**src/rtl/irq_route_pkg.sv**
```systemverilog
package irq_route_pkg;

  localparam int ENT_W     = 64;
  localparam int VEC_LSB   = 0;
  localparam int DM_LSB    = 8;
  localparam int DMODE_BIT = 11;
  localparam int POL_BIT   = 13;
  localparam int TRIG_BIT  = 15;
  localparam int MASK_BIT  = 16;
  localparam int DEST_LSB  = 56;

  typedef enum logic [2:0] {
    DM_FIXED   = 3'd0,
    DM_LOWPRI  = 3'd1,
    DM_PERFMON = 3'd2,
    DM_NMI     = 3'd4,
    DM_INIT    = 3'd5,
    DM_STARTUP = 3'd6,
    DM_EXTERN  = 3'd7
  } dmode_e;

  typedef struct packed {
    logic [7:0] dest;
    logic       dest_mode;
    dmode_e     dm;
    logic [7:0] vector;
    logic       trig;
    logic       mask;
    logic       pol;
  } rte_t;

  function automatic rte_t rte_unpack(input logic [ENT_W-1:0] e);
    rte_t r;
    r.dest      = e[DEST_LSB +: 8];
    r.dest_mode = e[DMODE_BIT];
    r.dm        = dmode_e'(e[DM_LSB +: 3]);
    r.vector    = e[VEC_LSB +: 8];
    r.trig      = e[TRIG_BIT];
    r.mask      = e[MASK_BIT];
    r.pol       = e[POL_BIT];
    return r;
  endfunction

  // polarity correction applied ahead of all trigger logic
  function automatic logic pin_level(input logic raw, input logic pol);
    return raw ^ pol;
  endfunction

  function automatic logic [7:0] pick_vector(input rte_t r, input logic [7:0] ext);
    return (r.dm == DM_EXTERN) ? ext : r.vector;
  endfunction

endpackage

```
**src/rtl/irq_pin_cell.sv**
```systemverilog
module irq_pin_cell import irq_route_pkg::*; (
  input  logic       clk,
  input  logic       rst_n,
  input  logic       raw,
  input  logic       mask,
  input  logic       trig,
  input  logic       pol,
  input  logic [7:0] vec,
  input  logic       eoi_valid,
  input  logic [7:0] eoi_vector,
  input  logic       grant,
  output logic       eligible,
  output logic       req_evt,
  output logic       retire,
  output logic       rp_q
);

  logic lvl, lvl_prev_q, rise, req_q, req_d;

  assign lvl  = pin_level(raw, pol);
  assign rise = lvl & ~lvl_prev_q;

  always_comb begin
    if (trig) req_d = lvl;
    else      req_d = (req_q & ~grant) | (rise & ~mask);
  end

  assign req_evt  = req_d & ~req_q;
  assign retire   = eoi_valid & rp_q & (vec == eoi_vector);
  assign eligible = req_q & ~mask & ~(trig & rp_q);

  always_ff @(posedge clk or negedge rst_n) begin
    if (!rst_n) begin
      lvl_prev_q <= 1'b0;
      req_q      <= 1'b0;
      rp_q       <= 1'b0;
    end else begin
      lvl_prev_q <= lvl;
      req_q      <= req_d;
      if (grant && trig) rp_q <= 1'b1;
      else if (retire)   rp_q <= 1'b0;
    end
  end


  masked_edge_drop_chk: assert property (@(posedge clk) disable iff (!rst_n)
    (!trig && mask && !req_q) |=> !req_q);


  level_rp_set_chk: assert property (@(posedge clk) disable iff (!rst_n)
    (grant && trig) |=> rp_q);


  no_redeliver_chk: assert property (@(posedge clk) disable iff (!rst_n)
    (trig && rp_q) |-> !grant);


  eoi_retire_chk: assert property (@(posedge clk) disable iff (!rst_n)
    (retire && !grant) |=> !rp_q);

endmodule

```
**src/rtl/irq_pick.sv**
```systemverilog
module irq_pick #(
  parameter int N  = 24,
  parameter int IW = 5
) (
  input  logic [N-1:0]  elig,
  output logic          any,
  output logic [IW-1:0] idx,
  output logic [N-1:0]  first_oh
);

  always_comb begin
    any = 1'b0;
    idx = '0;
    for (int i = N - 1; i >= 0; i--) begin
      if (elig[i]) begin
        any = 1'b1;
        idx = IW'(i);
      end
    end
  end

  // isolate lowest set bit
  assign first_oh = elig & ~(elig - N'(1));

endmodule

```
**src/rtl/irq_route_engine.sv**
```systemverilog
module irq_route_engine import irq_route_pkg::*; #(
  parameter int NUM_PINS = 24,
  localparam int PIN_W   = $clog2(NUM_PINS)
) (
  input  logic                      clk,
  input  logic                      rst_n,
  input  logic [NUM_PINS-1:0]       irq_in,
  input  logic [NUM_PINS*ENT_W-1:0] rte_flat,
  input  logic                      rte_upd,
  input  logic [7:0]                ext_vector,
  input  logic                      eoi_valid,
  input  logic [7:0]                eoi_vector,
  output logic                      msg_valid,
  input  logic                      msg_ready,
  output logic [PIN_W-1:0]          msg_pin,
  output logic [7:0]                msg_dest,
  output logic                      msg_dest_mode,
  output logic [2:0]                msg_deliv_mode,
  output logic [7:0]                msg_vector,
  output logic                      msg_trig,
  output logic [NUM_PINS-1:0]       remote_pend
);

  rte_t                ent [NUM_PINS];
  logic [NUM_PINS-1:0] raw, elig, req_evt, retire, first_oh, grant;
  logic [PIN_W-1:0]    sel;
  logic                any_elig, scan_q, out_free, load;
  rte_t                sel_ent;

  for (genvar g = 0; g < NUM_PINS; g++) begin : g_pin
    assign ent[g] = rte_unpack(rte_flat[g*ENT_W +: ENT_W]);
    if (g == 2) begin : g_remap
      assign raw[g] = irq_in[0];
    end else if (g == 0) begin : g_nosrc
      assign raw[g] = 1'b0;
    end else begin : g_direct
      assign raw[g] = irq_in[g];
    end
    irq_pin_cell u_cell (
      .clk        (clk),
      .rst_n      (rst_n),
      .raw        (raw[g]),
      .mask       (ent[g].mask),
      .trig       (ent[g].trig),
      .pol        (ent[g].pol),
      .vec        (ent[g].vector),
      .eoi_valid  (eoi_valid),
      .eoi_vector (eoi_vector),
      .grant      (grant[g]),
      .eligible   (elig[g]),
      .req_evt    (req_evt[g]),
      .retire     (retire[g]),
      .rp_q       (remote_pend[g])
    );
  end

  irq_pick #(.N(NUM_PINS), .IW(PIN_W)) u_pick (
    .elig     (elig),
    .any      (any_elig),
    .idx      (sel),
    .first_oh (first_oh)
  );

  assign out_free = !msg_valid || msg_ready;
  assign load     = scan_q && out_free && any_elig;
  assign grant    = first_oh & {NUM_PINS{load}};
  assign sel_ent  = ent[sel];

  // scan armed by request, retire or update events; idles when nothing eligible
  always_ff @(posedge clk or negedge rst_n) begin
    if (!rst_n)                                  scan_q <= 1'b0;
    else if ((|req_evt) || (|retire) || rte_upd) scan_q <= 1'b1;
    else if (scan_q && out_free && !any_elig)    scan_q <= 1'b0;
  end

  always_ff @(posedge clk or negedge rst_n) begin
    if (!rst_n) begin
      msg_valid      <= 1'b0;
      msg_pin        <= '0;
      msg_dest       <= '0;
      msg_dest_mode  <= 1'b0;
      msg_deliv_mode <= '0;
      msg_vector     <= '0;
      msg_trig       <= 1'b0;
    end else if (load) begin
      msg_valid      <= 1'b1;
      msg_pin        <= sel;
      msg_dest       <= sel_ent.dest;
      msg_dest_mode  <= sel_ent.dest_mode;
      msg_deliv_mode <= sel_ent.dm;
      msg_vector     <= pick_vector(sel_ent, ext_vector);
      msg_trig       <= sel_ent.trig;
    end else if (msg_ready) begin
      msg_valid      <= 1'b0;
    end
  end


  msg_hold_chk: assert property (@(posedge clk) disable iff (!rst_n)
    (msg_valid && !msg_ready) |=> (msg_valid && $stable({msg_pin, msg_dest,
      msg_dest_mode, msg_deliv_mode, msg_vector, msg_trig})));


  one_grant_chk: assert property (@(posedge clk) disable iff (!rst_n)
    $onehot0(grant));


  grant_when_free_chk: assert property (@(posedge clk) disable iff (!rst_n)
    (|grant) |-> out_free);

endmodule

```
**config.mk**
```make
export PLATFORM = sky130hd
export DESIGN_NAME = irq_route_engine
export DESIGN_NICKNAME = d
export VERILOG_FILES = /design/src/rtl/irq_route_pkg.sv /design/src/rtl/irq_pin_cell.sv /design/src/rtl/irq_pick.sv /design/src/rtl/irq_route_engine.sv
export SDC_FILE = /design/constraint.sdc
export NUM_CORES = 1
export LEC_CHECK = 0
export ABC_AREA = 1
export CAP_MARGIN = 20
export CORE_AREA = 2 2 640 642
export DETAILED_ROUTE_END_ITERATION = 10
export DIE_AREA = 0 0 642 644
export PLACE_DENSITY = 0.31
export SLEW_MARGIN = 20
export SYNTH_ARGS = -nofsm -noshare
export SYNTH_HDL_FRONTEND = slang
export SYNTH_SLANG_ARGS = --single-unit
```
**constraint.sdc**
```tcl
create_clock -name clk -period 2.9 [get_ports clk]
set_input_delay 0.725 -clock clk [delete_from_list [all_inputs] [get_ports clk]]
set_output_delay 0.725 -clock clk [all_outputs]
set_load 0.01 [all_outputs]
```
==> Word-level counts from Yosys, hierarchy flattened <==
Index checks and enable logic that the tools add are counted.
{ "word_totals": {"reg_bits": 100, "in_bits": 1581, "word_cells": 682} }
{ "classes": {"addsub": 1, "n_lt_le_gt_ge": 1, "n_eq_ne": 25, "mux": 128, "bitwise_logic": 387, "n_reduce_logical": 60} }
{ "op_table": {"columns": ["cell", "count"], "rows": [
  ["$and 1x1->1", 216],
  ["$eq 8x8->1", 24],
  ["$mux 5", 24],
  ["$not 1->1", 120],
  ["$bmux 23 s5", 1],
  ["$mux 1", 100],
  ["$reduce_bool 2->1", 26],
  ["$and 24x24->24", 2],
  ["$reduce_or 24->1", 2],
  ["$mux 23", 2],
  ["$logic_and 1x1->1", 27],
  ["$not 24->24", 1],
  ["$or 1x1->1", 24],
  ["$sub 24x1->24 const B", 1],
  ["$xor 1x1->1", 23],
  ["$mux 8", 1],
  ["$ge 6x6->1 const B", 1],
  ["$not 5->6", 1],
  ["$eq 3x3->1 const B", 1],
  ["$logic_or 1x1->1", 3],
  ["$logic_not 1->1", 2]
]} }

==> Logic depth before layout (Yosys ltp) <==
{ "depth": {"word_depth": 38, "ltp_mapped": 32, "mapped_depth_nobuf": 32} }

==> Modules after synthesis <==
From an unflattened synthesis, not the netlist that was laid out.
{ "hier_totals": {"cells_unflattened": 2614, "hier_area_um2": 14457.6} }
{ "by_module_without_submodules": {"columns": ["mod", "instances", "cells_per_inst", "area_per_inst_um2", "seq_area_each_um2"], "rows": [
  ["irq_pin_cell", 24, 53, 310.3, 75.1],
  ["irq_route_engine", 1, 1215, 6449.9, 700.7],
  ["irq_pick", 1, 127, 560.5, 0.0]
]} }

==> Least setup slack after synthesis <==
No wires, ideal clock.
{ "synth_timing": {"path_kind": "in2reg", "startpoint": "in rte_flat[1488]", "endpoint": "reg msg_vector[0]", "setup_ns": 0.117, "arrival_time_ns": 2.758, "required_time_ns": 2.783, "path_slack_ns": 0.024, "cell_stages": 31, "n_path_buf": 1, "cell_sequence": "inv_1 nand2_1 nor2_1 nand2_1 nand2_1 nand2_1 nand2_1 nand2_1 nand2_1 nand2_1 nand2_1 nand2_1 nand2_1 nand2_1 nand2_1 nand2_1 nand2_1 nand2_2 nand2_4 nand2_8 buf_6 a21oi_2 o21ai_1 nand3_1 nand2_1 nand2_1 nand2_2 nor2_4 nand3_1 nand3_1 nand2_1"} }
{ "synth_between": {"elab_chain_len": 33, "elab_cells_between_ends": 58, "cone_classes": "eq/ne (1); mux (52); bitwise (4); reduce/logical (1)"} }
{ "synth_rtl": {"columns": ["element", "line", "rtl"], "rows": [
  ["from (decl)", "irq_route_engine.sv:8", "input logic [NUM_PINS*ENT_W-1:0] rte_flat,"],
  ["$not 1->1 (*)", "irq_pin_cell.sv:30", "assign eligible = req_q & ~mask & ~(trig & rp_q);"],
  ["$and 1x1->1 (*) (2 in a row)", "irq_pin_cell.sv:30", null],
  ["$mux 5 (24 in a row)", "irq_pick.sv:15", "if (elig[i]) begin"],
  ["$not 5->6 (not written as such)", "irq_route_engine.sv:67", "assign sel_ent = ent[sel];"],
  ["$bmux 23 s5", "irq_route_engine.sv:67", null],
  ["$mux 23 (not written as such) (2 in a row)", "irq_route_engine.sv:67", null],
  ["$eq 3x3->1", "irq_route_pkg.sv:50", "return (r.dm == DM_EXTERN) ? ext : r.vector;"],
  ["$mux 8", "irq_route_pkg.sv:50", null],
  ["to (signal assigned)", "irq_route_engine.sv:91", "msg_vector <= pick_vector(sel_ent, ext_vector);"],
  ["to (decl)", "irq_route_engine.sv:19", "output logic [7:0] msg_vector,"]
]} }
Mark *: on every way between the ends. The rest lies on a longest branch, timed or not. The select of a mux whose other input is x is not followed.
A chain may end at the register's enable or synchronous reset.

==> Worst setup path after layout <==
{ "layout_timing": {"startpoint": "in rte_flat[1231]", "endpoint": "reg msg_vector[1]"} }
{ "layout_between": {"elab_chain_len": 29, "elab_cells_between_ends": 50, "cone_classes": "eq/ne (1); mux (44); bitwise (4); reduce/logical (1)"} }
{ "layout_rtl": {"columns": ["element", "line"], "rows": [
  ["$and 1x1->1 (*)", "irq_pin_cell.sv:30"],
  ["$not 1->1 (*)", "irq_pin_cell.sv:30"],
  ["$and 1x1->1 (*)", "irq_pin_cell.sv:30"],
  ["$mux 5 (20 in a row)", "irq_pick.sv:15"],
  ["$not 5->6 (not written as such)", "irq_route_engine.sv:67"],
  ["$bmux 23 s5", "irq_route_engine.sv:67"],
  ["$mux 23 (not written as such) (2 in a row)", "irq_route_engine.sv:67"],
  ["$eq 3x3->1", "irq_route_pkg.sv:50"],
  ["$mux 8", "irq_route_pkg.sv:50"]
]} }
Marked as above.

==> impl_metrics.ini <==
[cells_and_area]
final_cell_area_um2 = 32500
drive_above_1_share_pct = 28.1
final_core_util_pct = 7.97
syn2layout_area_growth_pct = 159
fillers = 48100
design.final.nets = 4657

[sta]
setup_total_negative_slack_ns = -8.10
slew_violations = 0
fmax_ghz = 0.293
timing_hold_violations_final = 0
worst-slew-pin-transition_ns = 0.727
setup_viol = 21
timing.clock.skew_ns = 0.0407
period_share_pct = 118
fin_ws_ns = -0.515
rsz_0062_raised_after_global_routing = true
crit_path_time_final_ns = 3.41
slew_headroom_pct = 51.4

[clock_tree]
clock-sinks = 100
clock_pin_transition_on_the_worst_setup_and_hold_timing_paths_ns = 0.11
clockRootBuffer = clkbuf_16
htree_levels = 3
maximum_buffer_depth_of_the_clock_tree = 2
cts_tree = yes
cts_inserted_buffers = 9
clk_latency_ns = 0.48

[pwr]
total_leakage_power_nw = 11.8
max_rail_drop_vdd_mv = 0.405
total_power_density_per_cell_area_nw_per_um2 = 549
total_power_consumption_mw = 17.9

[die]
initial_utilization_pct = 3.07
ioPinCount = 1632
dieArea_um2 = 413000
die_h_um = 644
coreArea_um2 = 408000
die_x_um = 642
rows = 235

[yosys]
synth_flop_cell = dfrtp_1
synth.net_count = 3628
synthSimpleGateAreaFrac_pct = 31.5
cell_count_after_synthesis = 2047
dominant_combinational_cell_family_by_area_after_synthesis = simple AND/OR/NAND/NOR gates
post_synth_fa_ha_maj_area_fraction_pct = 0
synth.cell_area_um2 = 12500
yosysSeqAreaShare_pct = 20.0
share_of_the_synthesized_area_in_compound_gates_ao_oa_aoi_oai_pct = 28.0
synth_seq_cells = 100
synth_warnings = 0
synthesized_area_divided_by_synthesized_cell_count_um2 = 6.12
postSynth.asyncResetShare_pct = 100
yosys.cell_types.count = 52
yosys.area_share.xor_xnor_pct = 6.36
synth_edf_count = 0
synth.mux.area_fraction_pct = 0

[global_route]
grt_pass1_wl_um = 246000
antenna_violations_before_repair = 299
grt.met2_usage_pct = 14.8
grt_pass1_vias = 20100
overflow = 0
pin_count_of_the_biggest_net_entering_global_routing = 31
grt_most_used_layer = met2
use_met1_pct = 10.5
grtUsageTotal_pct = 9.41
grt_use_met3_pct = 6.01

[worst_setup_path]
crit_path_max_incr_delay_ns = 0.27
cp.required_ns = 3.30
crit_arrival_ns = 3.82
critical-path-top-cell-by-count = nand2_1
timing.critical_path.to_type = flip-flop
timing.critical_path.from_type = primary input
reg2reg_setup_slack_ns = -0.47
setup_cp_type = primary input to flip-flop
critPathSlowestCell = a21oi_4
cp_max_fo = 6

[placed_design]
postPlaceCellArea_um2 = 28500
io_buffer_count = 646
detailed_place_hpwl_um = 176000
place_worst_setup_slack_ns = -2.08
gp_congestion = 0.860

[outcome]
failed_checks = negative setup slack
run_status = finished with violations

[routing]
wirelength_um = 204000
wl_per_cell_um = 23.8
ant_nets = 0
drt-pass1-iter-count = 5
route.detailed.vias_per_inst = 2.46
routed-via-count = 21100
detail_route.iter0.violations = 1832
post-route-drc-count = 0

[hold_path]
timing.hold.worst.class = primary input to async pin

[flow_run]
count_of_maximum_capacitance_violations = 0
-- area by class of cell --
type | instances | area, um2 | area share (%)
inverter | 212 | 825 | 2.54
tap | 5451 | 6820 | 21.0
antenna | 29 | 72.6 | 0.223
sequential | 100 | 2500 | 7.70
multi-input combinational | 1570 | 9530 | 29.3
clock buffer | 9 | 225 | 0.693
timing repair inverter | 1 | 8.76 | 0.0270
timing repair buffer | 1182 | 12400 | 38.2
clock inverter | 7 | 103 | 0.316
-- metrics by stage --
stage                     std cells  hold WS [ns]
after global placement         8394         0.469
after CTS                      8502         0.304
final                          8561         0.291
after detailed placement       8394         0.480
after floorplan                2047         0.429
after global routing           8548         0.312
-- layer usage --
layer,vias to the layer above,wire [um]
met5,-,1130
met4,172,7070
met3,523,29500
met2,1229,89700
met1,10000,76500
li1,9152,-
-- Yosys cell counts, types with 3 or more instances --
| cell | count | area share, % |
|---|---|---|
| buf_6 | 22 | 2.0 |
| o31ai_1 | 7 | 0.42 |
| nand3_1 | 189 | 7.5 |
| a32o_1 | 5 | 0.40 |
| nor2_4 | 3 | 0.27 |
| nand2_2 | 5 | 0.25 |
| a21oi_2 | 6 | 0.42 |
| o22ai_1 | 62 | 3.1 |
| inv_1 | 201 | 6.0 |
| nand2_1 | 397 | 12 |
| a211oi_1 | 12 | 0.72 |
| o311ai_1 | 6 | 0.42 |
| o221ai_1 | 37 | 2.6 |
| xor2_1 | 59 | 4.1 |
| o21ai_0 | 211 | 8.4 |
| clkbuf_1 | 47 | 1.4 |
| nor4_1 | 21 | 1.0 |
| o211ai_1 | 39 | 2.3 |
| a221oi_1 | 10 | 0.70 |
| nor3_1 | 18 | 0.72 |
| buf_1 | 16 | 0.48 |
| nand3b_1 | 12 | 0.72 |
| nand4_1 | 29 | 1.4 |
| dfrtp_1 | 100 | 20 |
| inv_2 | 9 | 0.27 |
| buf_2 | 40 | 1.6 |
| o21ai_1 | 39 | 1.6 |
| and3_1 | 3 | 0.15 |
| xnor2_1 | 32 | 2.2 |
| o2111ai_1 | 11 | 0.77 |
| a2111oi_0 | 10 | 0.70 |
| a22o_1 | 14 | 0.98 |
| a21oi_1 | 102 | 4.1 |
| buf_4 | 39 | 2.3 |
| or4_1 | 3 | 0.18 |
| nor2_1 | 210 | 6.3 |
-- report_power, final --
part / switching [mW] / total, mW / internal (mW)
Sequential: 0.247 / 2.00 / 1.75
Combinational: 7.70 / 14.3 / 6.56
Clock: 0.893 / 1.60 / 0.706
Total: 8.84 / 17.9 / 9.01
-- worst max-delay path, delay by kind of cell --
family / cells / cell delay [ns]
AOI/OAI and AO/OA: 3 / 0.54
and+or+nand+nor: 21 / 1.42
buffers and inverters: 7 / 1.06
-- registers in the layout, summed over array words and instances, names as in the netlist --
| name | count |
|---|---|
| g_pin.u_cell.lvl_prev_q | 24 |
| g_pin.u_cell.req_q | 24 |
| g_pin.u_cell.rp_q | 24 |
| msg_dest | 8 |
| msg_vector | 8 |
| msg_pin | 5 |
| msg_deliv_mode | 3 |
| msg_dest_mode | 1 |
| msg_trig | 1 |
| msg_valid | 1 |
| scan_q | 1 |
-- placed cells by master, fill, tap and decap left out, types with 62 or more instances in the layout --
cell / Yosys / layout
a21oi_1: 102 / 80
buf_12: 0 / 64
buf_4: 39 / 393
clkdlybuf4s50_1: 0 / 594
dfrtp_1: 100 / 100
inv_1: 201 / 188
nand2_1: 397 / 331
nand3_1: 189 / 126
nand3_2: 0 / 62
nor2_1: 210 / 171
o21ai_0: 211 / 149
o21ai_1: 39 / 78
-- path summary, 6_finish.rpt --
path	start	endpoint	cells after the start
worst max-delay path	rte_flat[1231]	msg_vector[1]$_DFFE_PN0P_	31
worst min-delay path	rst_n	msg_pin[4]$_DFFE_PN0P_	1
worst max register to register	g_pin[21].u_cell.rp_q$_DFFE_PN0P_	msg_vector[1]$_DFFE_PN0P_	31
worst min register to register	msg_pin[2]$_DFFE_PN0P_	msg_pin[2]$_DFFE_PN0P_	2
max in group asynchronous	rst_n	g_pin[15].u_cell.rp_q$_DFFE_PN0P_	2
min in group clk	msg_pin[2]$_DFFE_PN0P_	msg_pin[2]$_DFFE_PN0P_	2
-- cells by family (layout without fill, tap and decap cells) --
logic type	after synthesis	after routing
AND/OR/NAND/NOR	902	902
other	0	29
XOR/XNOR	91	91
flip-flops	100	100
buffers and inverters	377	1411
AO/OA/AOI/OAI	577	577
-- repair_timing --
action | in CTS | in global routing
cloned | 33 | 12
hold buffers | 0 | 0
setup buffers | 69 | 26
pin swaps | 134 | 130
setup endpoints to repair | 74 | 58
gates resized for setup | 338 | 224
Power figures use the tool's default switching activity.
